===== src/rtl/xyseq_pkg.sv =====
package xyseq_pkg;
    localparam int CHAN_W = 3;

    typedef enum logic [1:0] {
        ST_IDLE,
        ST_WAIT_ENC,
        ST_CONV,
        ST_SETTLE
    } xys_state_e;

    typedef struct packed {
        xys_state_e          st;
        logic                mode;
        logic [CHAN_W-1:0]   mux;
        logic                pair_hold;
        logic                conv_hold;
        logic                start;
        logic                flag;
        logic                tag;
        logic                ovr;
    } xys_regs_t;
endpackage


===== src/rtl/xyseq_fall.sv =====
module xyseq_fall (
    input  logic clk,
    input  logic rst_n,
    input  logic sig_i,
    output logic fell_o
);
    logic sig_q;

    always_ff @(posedge clk or negedge rst_n) begin
        if (!rst_n) sig_q <= 1'b0;
        else        sig_q <= sig_i;
    end

    assign fell_o = sig_q && !sig_i;
endmodule


===== src/rtl/xyseq_settle.sv =====
module xyseq_settle #(
    parameter int SETTLE_CYC = 4
) (
    input  logic clk,
    input  logic rst_n,
    input  logic go_i,
    output logic done_o
);
    localparam int CNT_W = (SETTLE_CYC < 2) ? 1 : $clog2(SETTLE_CYC);

    logic             run_d, run_q;
    logic [CNT_W-1:0] cnt_d, cnt_q;

    always_comb begin
        run_d = run_q;
        cnt_d = cnt_q;
        if (go_i) begin
            run_d = 1'b1;
            cnt_d = CNT_W'(SETTLE_CYC - 1);
        end else if (run_q) begin
            if (cnt_q == '0) run_d = 1'b0;
            else             cnt_d = cnt_q - 1'b1;
        end
    end

    always_ff @(posedge clk or negedge rst_n) begin
        if (!rst_n) begin
            run_q <= 1'b0;
            cnt_q <= '0;
        end else begin
            run_q <= run_d;
            cnt_q <= cnt_d;
        end
    end

    assign done_o = run_q && (cnt_q == '0);

    AST_DONE_SINGLE: assert property (@(posedge clk) disable iff (!rst_n)
        (done_o && !go_i) |=> !done_o);
endmodule


===== src/rtl/xy_pair_sequencer.sv =====
module xy_pair_sequencer #(
    parameter int SETTLE_CYC = 4
) (
    input  logic                        clk,
    input  logic                        rst_n,
    input  logic                        smp_pulse_i,
    input  logic                        encode_i,
    input  logic                        rand_mode_i,
    input  logic [xyseq_pkg::CHAN_W-1:0] rand_chan_i,
    input  logic                        in_en_i,
    input  logic                        adc_busy_i,
    output logic [xyseq_pkg::CHAN_W-1:0] mux_sel_o,
    output logic                        pair_hold_o,
    output logic                        conv_hold_o,
    output logic                        adc_start_o,
    output logic                        host_flag_o,
    output logic                        chan_tag_o,
    output logic                        overrun_o
);
    import xyseq_pkg::*;

    xys_regs_t r_d, r_q;
    logic      busy_fell, settle_go, settle_done, smp_ok;

    xyseq_fall u_fall (
        .clk    (clk),
        .rst_n  (rst_n),
        .sig_i  (adc_busy_i),
        .fell_o (busy_fell)
    );

    xyseq_settle #(.SETTLE_CYC(SETTLE_CYC)) u_settle (
        .clk    (clk),
        .rst_n  (rst_n),
        .go_i   (settle_go),
        .done_o (settle_done)
    );

    assign smp_ok    = smp_pulse_i && in_en_i;
    assign settle_go = (r_q.st == ST_CONV) && busy_fell;

    always_comb begin
        r_d       = r_q;
        r_d.start = 1'b0;
        r_d.flag  = 1'b0;
        if (smp_ok && r_q.st != ST_IDLE) r_d.ovr = 1'b1;
        unique case (r_q.st)
            ST_IDLE: begin
                r_d.mux = rand_mode_i ? rand_chan_i : '0;
                if (smp_ok) begin
                    r_d.st        = ST_WAIT_ENC;
                    r_d.mode      = rand_mode_i;
                    r_d.flag      = 1'b1;
                    r_d.pair_hold = rand_mode_i ? (rand_chan_i < CHAN_W'(2)) : 1'b1;
                    r_d.conv_hold = rand_mode_i;
                end
            end
            ST_WAIT_ENC: begin
                if (encode_i) begin
                    r_d.st        = ST_CONV;
                    r_d.start     = 1'b1;
                    r_d.conv_hold = 1'b1;
                    r_d.tag       = r_q.mux[0];
                end
            end
            ST_CONV: begin
                if (busy_fell) r_d.st = ST_SETTLE;
            end
            ST_SETTLE: begin
                if (settle_done) begin
                    r_d.flag      = 1'b1;
                    r_d.conv_hold = 1'b0;
                    if (r_q.mode) begin
                        r_d.pair_hold = 1'b0;
                        r_d.st        = ST_IDLE;
                    end else begin
                        r_d.mux    = {{(CHAN_W-1){1'b0}}, ~r_q.mux[0]};
                        if (r_q.mux[0]) begin
                            r_d.pair_hold = 1'b0;
                            r_d.st        = ST_IDLE;
                        end else begin
                            r_d.st = ST_WAIT_ENC;
                        end
                    end
                end
            end
            default: r_d.st = ST_IDLE;
        endcase
    end

    always_ff @(posedge clk or negedge rst_n) begin
        if (!rst_n) r_q <= '{st: ST_IDLE, default: '0};
        else        r_q <= r_d;
    end

    assign mux_sel_o   = r_q.mux;
    assign pair_hold_o = r_q.pair_hold;
    assign conv_hold_o = r_q.conv_hold;
    assign adc_start_o = r_q.start;
    assign host_flag_o = r_q.flag;
    assign chan_tag_o  = r_q.tag;
    assign overrun_o   = r_q.ovr;

    AST_FLAG_SINGLE: assert property (@(posedge clk) disable iff (!rst_n)
        host_flag_o |=> !host_flag_o);
    AST_START_SINGLE: assert property (@(posedge clk) disable iff (!rst_n)
        adc_start_o |=> !adc_start_o);
    AST_START_HOLDS: assert property (@(posedge clk) disable iff (!rst_n)
        adc_start_o |-> conv_hold_o);
    AST_PAIR_RELEASE: assert property (@(posedge clk) disable iff (!rst_n)
        $fell(pair_hold_o) |-> host_flag_o);
    AST_RAND_NO_PAIR: assert property (@(posedge clk) disable iff (!rst_n)
        (r_q.st == ST_IDLE && smp_ok && rand_mode_i && rand_chan_i >= CHAN_W'(2))
        |=> !pair_hold_o);
    AST_DISABLED_QUIET: assert property (@(posedge clk) disable iff (!rst_n)
        (r_q.st == ST_IDLE && !in_en_i) |=> !host_flag_o);
    AST_OVR_STICKY: assert property (@(posedge clk) disable iff (!rst_n)
        overrun_o |=> overrun_o);
endmodule


===== config.mk =====
export PLATFORM = sky130hd
export DESIGN_NAME = xy_pair_sequencer
export DESIGN_NICKNAME = d
export VERILOG_FILES = /design/src/rtl/xyseq_pkg.sv /design/src/rtl/xyseq_fall.sv /design/src/rtl/xyseq_settle.sv /design/src/rtl/xy_pair_sequencer.sv
export SDC_FILE = /design/constraint.sdc
export NUM_CORES = 1
export LEC_CHECK = 0
export BUFFER_PORTS_ARGS = -buffer_cell sky130_fd_sc_hd__buf_2
export CAP_MARGIN = 20
export CORE_MARGIN = 1
export CORE_UTILIZATION = 55
export CTS_CLUSTER_SIZE = 10
export DETAILED_ROUTE_END_ITERATION = 12
export PLACE_DENSITY = 0.8
export SLEW_MARGIN = 20
export SYNTH_ARGS = -nofsm -noshare
export SYNTH_HDL_FRONTEND = slang
export SYNTH_SLANG_ARGS = --single-unit

===== constraint.sdc =====
create_clock -name clk -period 3.8 [get_ports clk]
set_clock_uncertainty 0.2 [all_clocks]
set_input_delay 0.38 -clock clk [delete_from_list [all_inputs] [get_ports clk]]
set_output_delay 0.38 -clock clk [all_outputs]
set_load 0.02 [all_outputs]

# Word-level counts from Yosys, hierarchy flattened
# Cells that the tools add are included.
# op_classes
n_addsub,1
mul,0
div_mod_pow,0
magnitude_cmp,1
n_eq_ne,10
shifts,0
muxes,27
bitwise_logic,1
reduce_logical,19
# ops
cell,count
$mux W2,9
$ne A2 B2 Y1 const B,6
$reduce_and A4 Y1,3
$mux W1,10
$mux W3,3
$pmux W2 S4,1
$pmux W4 S2,1
$reduce_and A2 Y1,3
$reduce_bool A2 Y1,3
$logic_and A1 B1 Y1,5
$mux W5,1
$eq A2 B2 Y1 const B,2
$logic_not A2 Y1,2
$lt A3 B2 Y1 const B,1
$ne A3 B3 Y1 const B,1
$pmux W1 S3,1
$reduce_and A3 Y1,1
$reduce_bool A3 Y1,1
$eq A2 B1 Y1 const B,1
$pmux W1 S2,1
$sub A2 B1 Y2 const B,1
$logic_not A1 Y1,1
$not A1 Y1,1
# word_totals
reg_bits,16
latch_bits,0
mem_bits_rw,0
romBits,0
input_bits,10
output_inout_bits,9
word_cells,71
n_memories,0

# Longest topological paths before layout
# logic_depth
word_depth,5
mapped_depth,6

# By module
# A second synthesis with hierarchy kept.
# unflattened
cells_unflattened,81
hier_area_um2,923.4
# by_module_without_submodules
mod,instances,cells_each,area_per_inst_um2
xy_pair_sequencer,1,64,725.7
xyseq_settle,1,15,158.9
xyseq_fall,1,2,38.8

# Worst setup path after synthesis
# OpenSTA, ideal clock, no wires.
# synth_path
kind,register to register
startpoint,register r_q[10] (netlist bit)
endpoint,register r_q[10] (netlist bit)
arrival_time_ns,1.694
slack_ns,1.781
stages_incl_launch_ff,6
path_buffers,0
path_cell_list,dfrtp_1 inv_1 ha_1 a22o_4 or3_4 mux2_4
# synth_via
elab_chain_cells,3
elab_cells_between_ends,10
cone_classes,eq/ne (7); mux (1); reduce/logical (2)
# synth_rtl
item,line_no,text
from (decl),xy_pair_sequencer.sv:22,"xys_regs_t r_d, r_q;"
from (signal assigned),xy_pair_sequencer.sv:93,else r_q <= r_d;
"$eq A2 B2 Y1, or another cell as far along",xy_pair_sequencer.sv:47,unique case (r_q.st)
$ne A2 B2 Y1 (no line),n/a,
$reduce_and A4 Y1 (no line),n/a,
# Parallel ways exist; a longest one is shown, timed or not.
# A chain may end at the register's enable or synchronous reset.

# Worst setup path after layout
# Ends and elaborated chain as after synthesis.

==> impl_metrics.csv <==
group,metric,value,unit
floorplanning,dieHeight,42.11,um
worst_hold_path,holdPathStages,1,
power,cellPowerDensity,824.1,nW/um^2
synthesis,synth-seq-cells,16,
clocking,tritoncts.num_buffers,3,
placement,place_congestion,0.8333,
floorplanning,core-area,1506,um^2
global_routing,global_route_total_overflow,0,
setup_path,cp_top_family,"flip-flops",
setup_path,critPathLaunchType,"flop",
setup_path,worst-endpoint-arrival,2.13,ns
detailed_routing,detail_route.wl_per_cell,12.75,um
detailed_routing,postRouteWirelength,1454,um
clocking,tritoncts,"yes",
setup_path,critical_path.reg2reg.endpoint,"r_q[10]$_DFFE_PN0P_",
floorplanning,row_count,14,
setup_path,critical_path.cell_chain,"inv_1, ha_1, a22o_4, or3_4, mux2_4",
clocking,deepest_clock_path_buffer_count,2,
floorplanning,design.portCount,19,
detailed_routing,dr.pass1.iters,4,
floorplanning,initial_core_util,58.72,%
power,vdd.ir_drop.worst,469.4,uV
detailed_routing,route.detailed.vias_per_inst,5.456,
power,total_leakage_power,0.5139,nW
setup_path,crit_path_top_delay_cell,"sky130_fd_sc_hd__dfrtp_1",
synthesis,synthXorXnorAreaFrac,0,%
synthesis,mean_syn_cell_area,11.20,um^2
setup_path,timing.rr.start,"r_q[10]$_DFFE_PN0P_",
clocking,cts_hold_buffers,1,
clocking,clk_root_buffer_cell,"sky130_fd_sc_hd__clkbuf_4",
detailed_routing,drtAntennaViolNets,0,
setup_path,slowest_delay,0.44,ns
synthesis,synth_top_family_by_area,"simple AND/OR/NAND/NOR gates",
setup_path,worst-path-max-fanout,6,
global_routing,globalRouteTotalUtil,19.96,%
worst_hold_path,hp-class,"in -> reg",
worst_hold_path,whs_endpoint,"u_fall.sig_q$_DFF_PN0_",
setup_path,critPathCaptureType,"flop",
synthesis,synth_warnings,0,
sta,period_share,56.81,%
detailed_routing,first_iter_violations,3,
clocking,clkSinkCount,16,
run,max_cap_violations,0,
synthesis,synthesis.instances,79,
worst_hold_path,hp-start,"adc_busy_i",
setup_path,r2r_slack,1.64,ns
sta,max_freq,0.4633,GHz
clocking,post_cts_setup_bufs,0,
sta,max_slew_margin,77.49,%
sta,worst_pin_slew,0.3282,ns
synthesis,ys_seq_area_share,45.26,%
detailed_routing,via_count,622,
synthesis,post_synth_mux_area_share,13.30,%
floorplanning,die_w,42.11,um
floorplanning,fp.dieArea,1773,um^2
sta,grt_setup_unrepaired,"false",
clocking,clock_insertion_delay_worst_skew,0.28,ns
placement,placed_cells_incl_taps,110,
final_layout,antenna-diode-count,0,
global_routing,grt_pass1_vias,631,
sta,setup_viol_count_final,0,
run_status,outcome,"finished clean",
placement,dp_hpwl,1174,um
clocking,cts.repair.resized,0,
clocking,path_clk_slew,0.09,ns
final_layout,area.sequential,400.4,um^2
sta,maxSlewViolCount,0,
setup_path,worstPathRequired,3.77,ns
setup_path,critical_path_depth,5,
synthesis,syn-num-nets,97,
setup_path,timing.reg2reg.worst_path_depth,5,
synthesis,synth_adder_area_share,11.32,%
synthesis,share_of_the_synthesized_area_in_compound_gates_ao_oa_aoi_oai,10.18,%
power,power.total,828.0,uW
final_layout,multi_input_comb_area,435.4,um^2
synthesis,synth-simple-area-share,14.43,%
final_layout,nNetsFinal,118,
setup_path,critical_path_class,"reg -> reg",
clocking,h-tree-depth,1,
synthesis,synth.cell_area,884.6,um^2
detailed_routing,detail_route.drc_violations,0,
final_layout,final_layout_size_suffix_gt1_share,31.63,%
sta,fin_setup_tns,0,ns
synthesis,synth_cell_type_count,26,
global_routing,first_pass_grt_wire_length,2628,um
setup_path,cp.buffers_inverters,1,
global_routing,maximum_number_of_pins_on_one_net_before_global_route_repair,17,
global_routing,number_of_antenna_violations_at_the_first_check_in_global_routing,0,
sta,final_hold_violations,0,
final_layout,filler_cell_count,115,
final_layout,areaGrowthSynthToFinish,13.58,%
sta,min_period,2.159,ns
placement,i_o_buffers,18,
final_layout,finish.cell_count_without_fillers,114,
sta,worst_hold_slack,0.01611,ns
through the flow:
step / setup slack [ns] / utilization [%] / instance area, um^2
detailed placement: 1.651 / 64.53 / 972.2
CTS: 1.641 / 66.69 / 1005
floorplan: 1.781 / - / 884.6
finish: 1.641 / 66.69 / 1005
global placement: 1.715 / 64.53 / 972.2
global route: 1.571 / 66.69 / 1005
worst max-delay path by stage:
stage / from / end / slack (ns)
floorplan: r_q[10]$_DFFE_PN0P_ / r_q[10]$_DFFE_PN0P_ / 1.78
global placement: r_q[10]$_DFFE_PN0P_ / r_q[11]$_DFFE_PN0P_ / 1.71
detailed placement: r_q[10]$_DFFE_PN0P_ / r_q[10]$_DFFE_PN0P_ / 1.65
CTS: r_q[10]$_DFFE_PN0P_ / r_q[10]$_DFFE_PN0P_ / 1.64
global route: r_q[10]$_DFFE_PN0P_ / r_q[10]$_DFFE_PN0P_ / 1.57
finish: r_q[10]$_DFFE_PN0P_ / r_q[10]$_DFFE_PN0P_ / 1.64
registers in the layout, summed over array words and instances (netlist names):
name,cells
u_fall.sig_q,1
u_settle.run_q,1
conv_hold_o,1
r_q,3
u_settle.cnt_q,2
overrun_o,1
chan_tag_o,1
host_flag_o,1
mux_sel_o,3
adc_start_o,1
pair_hold_o,1
cell usage after synthesis:
library cell,n,area [um^2]
sky130_fd_sc_hd__dfrtp_1,16,400.4
sky130_fd_sc_hd__ha_1,8,100.1
sky130_fd_sc_hd__inv_1,7,26.28
sky130_fd_sc_hd__nand2_1,6,22.52
sky130_fd_sc_hd__mux2_2,5,56.30
sky130_fd_sc_hd__o21ai_0,5,25.02
sky130_fd_sc_hd__nor2b_1,4,25.02
sky130_fd_sc_hd__a21oi_1,3,15.01
sky130_fd_sc_hd__buf_4,3,22.52
sky130_fd_sc_hd__and3b_1,2,17.52
sky130_fd_sc_hd__mux2_4,2,30.03
sky130_fd_sc_hd__mux2i_1,2,20.02
sky130_fd_sc_hd__nand3_1,2,10.01
sky130_fd_sc_hd__nor3_1,2,10.01
sky130_fd_sc_hd__a22o_1,1,8.760
sky130_fd_sc_hd__a22o_4,1,17.52
sky130_fd_sc_hd__a2bb2oi_1,1,8.760
sky130_fd_sc_hd__and2_1,1,6.260
sky130_fd_sc_hd__mux2_1,1,11.26
sky130_fd_sc_hd__nand2_2,1,6.260
sky130_fd_sc_hd__nor2_1,1,3.750
sky130_fd_sc_hd__nor3b_1,1,7.510
sky130_fd_sc_hd__o21a_1,1,7.510
sky130_fd_sc_hd__o21bai_1,1,7.510
sky130_fd_sc_hd__or3_4,1,11.26
sky130_fd_sc_hd__or4_1,1,7.510
layout make-up:
| cell class | instances | share of cell area, % |
|---|---|---|
| multi-input combinational | 53 | 43.34 |
| sequential | 16 | 39.85 |
| timing repair buffer | 19 | 9.963 |
| inverter | 7 | 2.615 |
| clock buffer | 3 | 2.242 |
| tap | 16 | 1.993 |
cell families (layout without fill, tap and decap cells):
group,after synthesis,in the layout
AND/OR/NAND/NOR,22,22
buffers and inverters,10,29
adder cells (fa/ha/maj),8,8
multiplexers,10,10
flip-flops,16,16
AO/OA/AOI/OAI,13,13
metal layers:
metal	part of all wire, %	global-route usage [%]	vias to the layer above
li1	-	-	310
met3	3.5	4.310	6
met4	3.4	13.13	0
met1	43	21.69	289
met5	0	0	-
met2	50	34.69	17
cell usage in the layout (no fill, tap or decap):
cell / instances
sky130_fd_sc_hd__mux2_4: 2
sky130_fd_sc_hd__ha_1: 8
sky130_fd_sc_hd__or3_4: 1
sky130_fd_sc_hd__buf_2: 18
sky130_fd_sc_hd__a2bb2oi_1: 1
sky130_fd_sc_hd__o21ai_0: 5
sky130_fd_sc_hd__mux2_1: 1
sky130_fd_sc_hd__and2_1: 1
sky130_fd_sc_hd__inv_1: 7
sky130_fd_sc_hd__o21bai_1: 1
sky130_fd_sc_hd__a21oi_1: 3
sky130_fd_sc_hd__nor2b_1: 4
sky130_fd_sc_hd__nand2_1: 6
sky130_fd_sc_hd__mux2i_1: 2
sky130_fd_sc_hd__and3b_1: 2
sky130_fd_sc_hd__o21a_1: 1
sky130_fd_sc_hd__a22o_4: 1
sky130_fd_sc_hd__clkbuf_4: 3
sky130_fd_sc_hd__nand3_1: 2
sky130_fd_sc_hd__nand2_2: 1
sky130_fd_sc_hd__dlygate4sd3_1: 1
sky130_fd_sc_hd__nor3b_1: 1
sky130_fd_sc_hd__or4_1: 1
sky130_fd_sc_hd__a22o_1: 1
sky130_fd_sc_hd__mux2_2: 5
sky130_fd_sc_hd__dfrtp_1: 16
sky130_fd_sc_hd__nor2_1: 1
sky130_fd_sc_hd__nor3_1: 2
worst reg2reg max path, cell delays in order, from the launching register on:
cell and delay [ns]:
sky130_fd_sc_hd__dfrtp_1 0.44, sky130_fd_sc_hd__inv_1 0.12, sky130_fd_sc_hd__ha_1 0.29, sky130_fd_sc_hd__a22o_4 0.29, sky130_fd_sc_hd__or3_4 0.40, sky130_fd_sc_hd__mux2_4 0.31
power breakdown:
part,switching [mW],internal (mW),leakage [nW]
Combinational,0.227,0.228,0.306
Sequential,0.0468,0.241,0.194
Clock,0.0485,0.0368,0.0138
Note: power is estimated with default switching activity, not from simulation.
